## src/rtl/exc_pkg.sv

```systemverilog
package exc_pkg;
    typedef enum logic {
        ST_IDLE  = 1'b0,
        ST_ENTER = 1'b1
    } seq_state_t;

    localparam logic [4:0] CODE_INT   = 5'd0;
    localparam logic [4:0] CODE_TLBL  = 5'd2;
    localparam logic [4:0] CODE_TLBS  = 5'd3;
    localparam logic [4:0] CODE_CACHE = 5'd30;

    localparam logic [31:0] BEV_BASE    = 32'hBFC0_0200;
    localparam logic [31:0] RESET_VEC   = 32'hBFC0_0000;
    localparam logic [31:0] DEBUG_VEC   = 32'hBFC0_0480;
    localparam logic [31:0] OFF_GENERAL = 32'h0000_0180;
    localparam logic [31:0] OFF_IRQ     = 32'h0000_0200;
    localparam logic [31:0] OFF_CACHE_B = 32'h0000_0100;
    localparam logic [31:0] OFF_CACHE_N = 32'h2000_0100;
    localparam int          BASE_LSBS   = 10;
    localparam int          SPACE_SHIFT = 5;
endpackage

```

## src/rtl/exc_irq_prio.sv

```systemverilog
module exc_irq_prio #(
    parameter int NUM_IRQ = 8
) (
    input  logic [NUM_IRQ-1:0] irq_pend,
    input  logic [NUM_IRQ-1:0] irq_mask,
    input  logic               ext_mode,
    output logic [NUM_IRQ-1:0] vec
);
    logic [NUM_IRQ-1:0] active;
    logic [NUM_IRQ-1:0] prio;

    assign active = irq_pend & irq_mask;

    // Ascending scan: the last (highest) active line above 0 wins.
    always_comb begin
        prio = '0;
        for (int i = 1; i < NUM_IRQ; i++) begin
            if (active[i]) prio = NUM_IRQ'(i);
        end
    end

    assign vec = ext_mode ? active : prio;
endmodule

```

## src/rtl/exc_resume.sv

```systemverilog
module exc_resume #(
    parameter int XLEN = 32
) (
    input  logic [XLEN-1:0] pc_in,
    input  logic            in_delay,
    input  logic            br16,
    output logic [XLEN-1:0] resume_pc
);
    logic [XLEN-1:0] back;

    assign back      = br16 ? XLEN'(2) : XLEN'(4);
    assign resume_pc = in_delay ? (pc_in - back) : pc_in;
endmodule

```

## src/rtl/exc_vector_sel.sv

```systemverilog
module exc_vector_sel
    import exc_pkg::*;
#(
    parameter int XLEN    = 32,
    parameter int NUM_IRQ = 8,
    parameter int VS_W    = 5
) (
    input  logic [4:0]         code,
    input  logic               is_err,
    input  logic               is_dbg,
    input  logic               bev,
    input  logic               exl,
    input  logic               refill,
    input  logic               iv_sel,
    input  logic [1:0]         vec_mode,
    input  logic [NUM_IRQ-1:0] irq_pend,
    input  logic [NUM_IRQ-1:0] irq_mask,
    input  logic [VS_W-1:0]    vs_field,
    input  logic [XLEN-1:0]    ebase,
    output logic [XLEN-1:0]    handler_pc
);
    localparam logic [XLEN-1:0] LOW_MASK = XLEN'((1 << BASE_LSBS) - 1);

    logic [NUM_IRQ-1:0] vec;
    logic [XLEN-1:0]    base;
    logic [XLEN-1:0]    offset;
    logic [XLEN-1:0]    spacing;

    exc_irq_prio #(.NUM_IRQ(NUM_IRQ)) i_prio (
        .irq_pend (irq_pend),
        .irq_mask (irq_mask),
        .ext_mode (vec_mode[1]),
        .vec      (vec)
    );

    assign spacing = XLEN'(vs_field) << SPACE_SHIFT;

    always_comb begin
        base   = bev ? XLEN'(BEV_BASE) : (ebase & ~LOW_MASK);
        offset = XLEN'(OFF_GENERAL);
        if (code == CODE_INT) begin
            if (iv_sel) offset = XLEN'(OFF_IRQ);
            if (vec_mode != 2'b00) offset = XLEN'(OFF_IRQ) + XLEN'(vec) * spacing;
        end else if ((code == CODE_TLBL || code == CODE_TLBS) && refill && !exl) begin
            offset = '0;
        end else if (code == CODE_CACHE) begin
            offset = bev ? XLEN'(OFF_CACHE_B) : XLEN'(OFF_CACHE_N);
        end

        if (is_err)      handler_pc = XLEN'(RESET_VEC);
        else if (is_dbg) handler_pc = XLEN'(DEBUG_VEC);
        else             handler_pc = base + offset;
    end
endmodule

```

## src/rtl/exc_entry_seq.sv

```systemverilog
module exc_entry_seq
    import exc_pkg::*;
#(
    parameter int XLEN    = 32,
    parameter int NUM_IRQ = 8,
    parameter int VS_W    = 5
) (
    input  logic               clk,
    input  logic               rst_n,
    input  logic               exc_valid,
    input  logic [5:0]         exc_kind,
    input  logic [XLEN-1:0]    exc_pc,
    input  logic               in_delay,
    input  logic               br16,
    input  logic               tlb_refill,
    input  logic               st_exl,
    input  logic               st_erl,
    input  logic               st_bev,
    input  logic               iv_sel,
    input  logic [XLEN-1:0]    ebase,
    input  logic [VS_W-1:0]    vs_field,
    input  logic [NUM_IRQ-1:0] irq_pend,
    input  logic [NUM_IRQ-1:0] irq_mask,
    input  logic [1:0]         vec_mode,
    output logic               redirect,
    output logic [XLEN-1:0]    target_pc,
    output logic [XLEN-1:0]    epc,
    output logic [XLEN-1:0]    error_epc,
    output logic [XLEN-1:0]    depc,
    output logic [31:0]        cause,
    output logic               new_exl,
    output logic               new_erl,
    output logic               new_bev
);
    localparam int CAUSE_PAD = 32 - 1 - 5 - 2;

    seq_state_t      state_q, state_d;
    logic            is_special, is_err, is_dbg;
    logic [XLEN-1:0] resume_pc, handler_pc;
    logic [4:0]      code_q;
    logic            bd_q;

    assign is_special = exc_kind[5];
    assign is_err     = is_special && !exc_kind[1];
    assign is_dbg     = is_special && exc_kind[1];

    exc_resume #(.XLEN(XLEN)) i_resume (
        .pc_in     (exc_pc),
        .in_delay  (in_delay),
        .br16      (br16),
        .resume_pc (resume_pc)
    );

    exc_vector_sel #(.XLEN(XLEN), .NUM_IRQ(NUM_IRQ), .VS_W(VS_W)) i_vsel (
        .code       (exc_kind[4:0]),
        .is_err     (is_err),
        .is_dbg     (is_dbg),
        .bev        (st_bev),
        .exl        (st_exl),
        .refill     (tlb_refill),
        .iv_sel     (iv_sel),
        .vec_mode   (vec_mode),
        .irq_pend   (irq_pend),
        .irq_mask   (irq_mask),
        .vs_field   (vs_field),
        .ebase      (ebase),
        .handler_pc (handler_pc)
    );

    always_comb begin
        unique case (state_q)
            ST_IDLE:  state_d = exc_valid ? ST_ENTER : ST_IDLE;
            ST_ENTER: state_d = exc_valid ? ST_ENTER : ST_IDLE;
            default:  state_d = ST_IDLE;
        endcase
    end

    always_ff @(posedge clk or negedge rst_n) begin
        if (!rst_n) state_q <= ST_IDLE;
        else        state_q <= state_d;
    end

    always_ff @(posedge clk or negedge rst_n) begin
        if (!rst_n) begin
            target_pc <= '0;
            epc       <= '0;
            error_epc <= '0;
            depc      <= '0;
            code_q    <= '0;
            bd_q      <= 1'b0;
            new_exl   <= 1'b0;
            new_erl   <= 1'b0;
            new_bev   <= 1'b0;
        end else if (exc_valid) begin
            target_pc <= handler_pc;
            if (is_err) begin
                error_epc <= resume_pc;
                if (!st_exl) bd_q <= 1'b0;
                new_exl <= st_exl;
                new_erl <= 1'b1;
                new_bev <= 1'b1;
            end else if (is_dbg) begin
                depc <= resume_pc;
                if (!st_exl) bd_q <= 1'b0;
                new_exl <= st_exl;
                new_erl <= st_erl;
                new_bev <= st_bev;
            end else begin
                code_q <= exc_kind[4:0];
                if (!st_exl) begin
                    epc  <= resume_pc;
                    bd_q <= in_delay;
                end
                new_exl <= 1'b1;
                new_erl <= st_erl;
                new_bev <= st_bev;
            end
        end
    end

    assign redirect = (state_q == ST_ENTER);
    assign cause    = {bd_q, {CAUSE_PAD{1'b0}}, code_q, 2'b00};
endmodule

```

## config.mk

```make
export PLATFORM = sky130hd
export DESIGN_NAME = exc_entry_seq
export DESIGN_NICKNAME = d
export VERILOG_FILES = /design/src/rtl/exc_pkg.sv /design/src/rtl/exc_irq_prio.sv /design/src/rtl/exc_resume.sv /design/src/rtl/exc_vector_sel.sv /design/src/rtl/exc_entry_seq.sv
export SDC_FILE = /design/constraint.sdc
export NUM_CORES = 1
export LEC_CHECK = 0
export BUFFER_PORTS_ARGS = -buffer_cell sky130_fd_sc_hd__buf_2
export CAP_MARGIN = 20
export CORE_UTILIZATION = 42
export DETAILED_ROUTE_END_ITERATION = 10
export PLACE_DENSITY_LB_ADDON = 0.08
export SLEW_MARGIN = 20
export SYNTH_ARGS = -nofsm -noshare
export SYNTH_HDL_FRONTEND = slang
export SYNTH_HIERARCHICAL = 1
export SYNTH_SLANG_ARGS = --single-unit
export TNS_END_PERCENT = 30
```

## constraint.sdc

```tcl
create_clock -name clk -period 0.8 [get_ports clk]
set_input_delay 0.04 -clock clk [delete_from_list [all_inputs] [get_ports clk]]
set_output_delay 0.04 -clock clk [all_outputs]
set_load 0.005 [all_outputs]
```

==> results_dict.tcl <==
set metrics [dict create \
    run_status "finished with violations" \
    violations_in_the_final_reports "setup timing" \
    synth_top_family_by_area "multiplexers" \
    place_worst_setup_slack_ps -4940 \
    wire_length_of_the_first_global_routing_pass_mm 41.6 \
    yosys.cell_types.count 82 \
    number_of_clock_sinks 138 \
    grt_pass1_vias 8136 \
    regToRegStartpoint "error_epc[16]$_DFFE_PN0P_" \
    vdd_ir_drop_max_mv 1.65 \
    proportion_of_layout_cells_with_a_drive_suffix_above_1_pct 61.1 \
    place.detailed.hpwl_mm 19.2 \
    grt_antenna_before_repair 0 \
    port_buffers 230 \
    syn_area_um2 9050 \
    critical_path_arrival_ps 5730 \
    hp-class "in -> reg" \
    crit_fanout 5 \
    ant_nets 0 \
    cts_max_level 4 \
    setup.reg_to_reg.worst_slack_ps 20 \
    wire_per_inst_um 17.0 \
    synth_compound_gate_area_share_pct 7.54 \
    synth_simple_gate_area_share_pct 16.6 \
    dr.pass1.iters 4 \
    r2r_end "error_epc[16]$_DFFE_PN0P_" \
    finalSetupViolations 255 \
    timing.fmax_ghz 0.184 \
    groute.usage.overall_pct 24.1 \
    synthAdderAreaFrac_pct 9.27 \
    fin_total_pwr_mw 25.0 \
    muxShareOfSynthArea_pct 17.7 \
    synth_cells 842 \
    critical-path-top-delay-family "adder cells" \
    seq_area_um2 3450 \
    num_vias 7894 \
    multiInputGateArea_um2 6380 \
    timing.critical_path.required_ps 1100 \
    timing.setup.critical_path_class "in -> reg" \
    fillerInstances 1652 \
    tritoncts "built" \
    setup_ws_post_layout_ps -4630 \
    hold_violations 0 \
    critical-path-top-cell-by-count "sky130_fd_sc_hd__buf_4" \
    max_cap_viols 0 \
    clock-root-buffer "sky130_fd_sc_hd__clkbuf_16" \
    asyncSetResetFlopFracSynth_pct 100 \
    overflow 0 \
    clock_transition_at_the_registers_of_the_reported_paths_ps 70 \
    die-area_um2 22100 \
    initial_core_util_pct 42.9 \
    ys_seq_area_share_pct 38.2 \
    timing.final.crit_share_pct 679 \
    power_leakage_nw 6.86 \
    syn_area_per_cell_um2 10.7 \
    hold_path_startpoint "exc_pc[31]" \
    timing.critical_path.to_type "flip-flop" \
    critPathBufInv 6 \
    maxSlewViolCount 0 \
    numCtsBuffers 17 \
    post_synth_xor_area_fraction_pct 4.25 \
    maximum_root_to_sink_buffer_count 2 \
    timing.hold.worst_endpoint "error_epc[31]$_DFFE_PN0P_" \
    tns_ps -206680 \
    syn_to_final_growth_pct 57.2 \
    drt_iter0_drc 266 \
    num_rows 53 \
    hold-path-cell-count 3 \
    average_via_count_per_standard_cell 5.02 \
    worst_path_max_delay_cell "sky130_fd_sc_hd__fa_1" \
    final_gp_congestion 0.888 \
    cp_slowest_stage_delay_ps 530 \
    die_height_um 149 \
    skew_ps 0 \
    seq_cells_post_synth 138 \
    power-per-cell-area_nw_per_um2 1760 \
    grt_start_max_net_pins 41 \
    die_w_um 149 \
    nNetsFinal 1441 \
    worst-r2r-cell-count 1 \
    synth_flop_cell "sky130_fd_sc_hd__dfrtp_1" \
    setup_repair_after_global_routing_missed_its_margin "yes" \
    ios 267 \
    clk-insertion-delay-late_ps 420 \
    post-route-min-period_ps 5430 \
    worstSetupStartpointType "primary input" \
    core_area_um2 21100 \
    drt-total-wl_mm 26.7 \
    number_of_synthesized_flops_with_an_enable_pin 0 \
    n_antenna_cell 0 \
    final_routed_drc_violation_total 0 \
    ys_warn_count 6 \
]
-- synth_stat cells (17+ instances only) --
| cell | instances | area [um2] |
|---|---|---|
| sky130_fd_sc_hd__nand2_1 | 48 | 180 |
| sky130_fd_sc_hd__a21oi_1 | 23 | 115 |
| sky130_fd_sc_hd__xnor2_1 | 20 | 175 |
| sky130_fd_sc_hd__ha_1 | 35 | 438 |
| sky130_fd_sc_hd__nor2b_1 | 17 | 106 |
| sky130_fd_sc_hd__buf_4 | 35 | 263 |
| sky130_fd_sc_hd__mux2_2 | 136 | 1530 |
| sky130_fd_sc_hd__dfrtp_1 | 138 | 3450 |
| sky130_fd_sc_hd__nor2_1 | 42 | 158 |
| sky130_fd_sc_hd__fa_1 | 20 | 400 |
| sky130_fd_sc_hd__and2_1 | 31 | 194 |
| sky130_fd_sc_hd__inv_1 | 48 | 180 |
| sky130_fd_sc_hd__xor2_1 | 22 | 193 |
-- state kept, by name, summed over array words and instances (netlist names), 5 cells and up --
register / cells
code_q: 5
depc: 32
epc: 32
error_epc: 32
target_pc: 32
-- worst min-delay path: stages --
cell and delay (ps):
sky130_fd_sc_hd__buf_2 100, sky130_fd_sc_hd__xnor2_2 120, sky130_fd_sc_hd__mux2_4 130
-- layout by cell type, fill, tap and decap left out, drive strengths merged, types with 5 or more instances in the layout --
| master | n |
|---|---|
| a21o | 7 |
| a21oi | 24 |
| a31oi | 5 |
| and2 | 32 |
| and3 | 9 |
| buf | 444 |
| clkbuf | 17 |
| conb | 31 |
| dfrtp | 138 |
| dlygate4sd3 | 8 |
| fa | 20 |
| ha | 35 |
| inv | 55 |
| mux2 | 136 |
| mux2i | 7 |
| nand2 | 48 |
| nand2b | 9 |
| nand3 | 16 |
| nand4 | 7 |
| nor2 | 42 |
| nor2b | 18 |
| nor3 | 13 |
| nor3b | 7 |
| nor4 | 15 |
| o211ai | 6 |
| o21ai | 19 |
| or2 | 5 |
| or3 | 14 |
| xnor2 | 20 |
| xor2 | 23 |
-- worst max-delay path by stage --
stage	from	to	slack, ps	depth (start not counted)
floorplan	irq_pend[5]	target_pc[29]$_DFFE_PN0P_	-4610	24
global placement	vec_mode[1]	target_pc[29]$_DFFE_PN0P_	-4870	24
detailed placement	vec_mode[1]	target_pc[25]$_DFFE_PN0P_	-4940	24
CTS	irq_pend[5]	target_pc[25]$_DFFE_PN0P_	-4430	25
global route	irq_mask[5]	target_pc[26]$_DFFE_PN0P_	-4860	27
finish	irq_mask[4]	target_pc[25]$_DFFE_PN0P_	-4630	27
-- per-stage QoR --
step	cells	cell area [um2]	hold slack, ps	util (%)
final	1571	14200	3.68	67.4
after global routing	1571	14200	11.3	67.4
after CTS	1556	13600	-10.3	64.3
after detailed placement	1495	11900	-120	56.6
after global placement	1495	11900	-118	56.6
after floorplan	871	9390	-256	-
-- routing by layer --
layer	vias to the layer above	track usage, %	wire length (um)
li1	3778	-	-
met1	3923	28.8	11200
met2	169	43.1	13700
met3	24	6.21	1490
met4	0	5.71	331
met5	-	0	0
-- kinds of logic (layout without fill, tap and decap cells) --
kind of cell             after synthesis  in the layout
XOR/XNOR                              43             43
AO/OA/AOI/OAI                         98             98
adder cells (fa/ha/maj)               55             55
flip-flops                           138            138
other                                  2             31
multiplexers                         143            143
buffers and inverters                108            533
AND/OR/NAND/NOR                      255            255
-- report_power, final --
part           switching, mW  internal (mW)
Clock                   3.56           4.73
Combinational           3.47           4.53
Sequential             0.593           8.13
Total                   7.62           17.4
-- layout make-up --
class / count / share of cell area [%]
multi-input cells: 625 / 44.9
inverters: 48 / 1.35
clock buffers: 17 / 2.99
flip-flops and latches: 138 / 24.3
clock inverters: 15 / 1.28
well taps: 275 / 2.42
repair buffers: 453 / 22.8
-- repair_timing --
item                       CTS  global route
buffers inserted            20            18
setup endpoints to repair  257           258
hold endpoints to repair   148             1
hold buffers                 8             1
pin swaps                   67            79
cloned                       2             0
resized for setup          151           108
No activity file was read; power rests on OpenSTA's default activity.
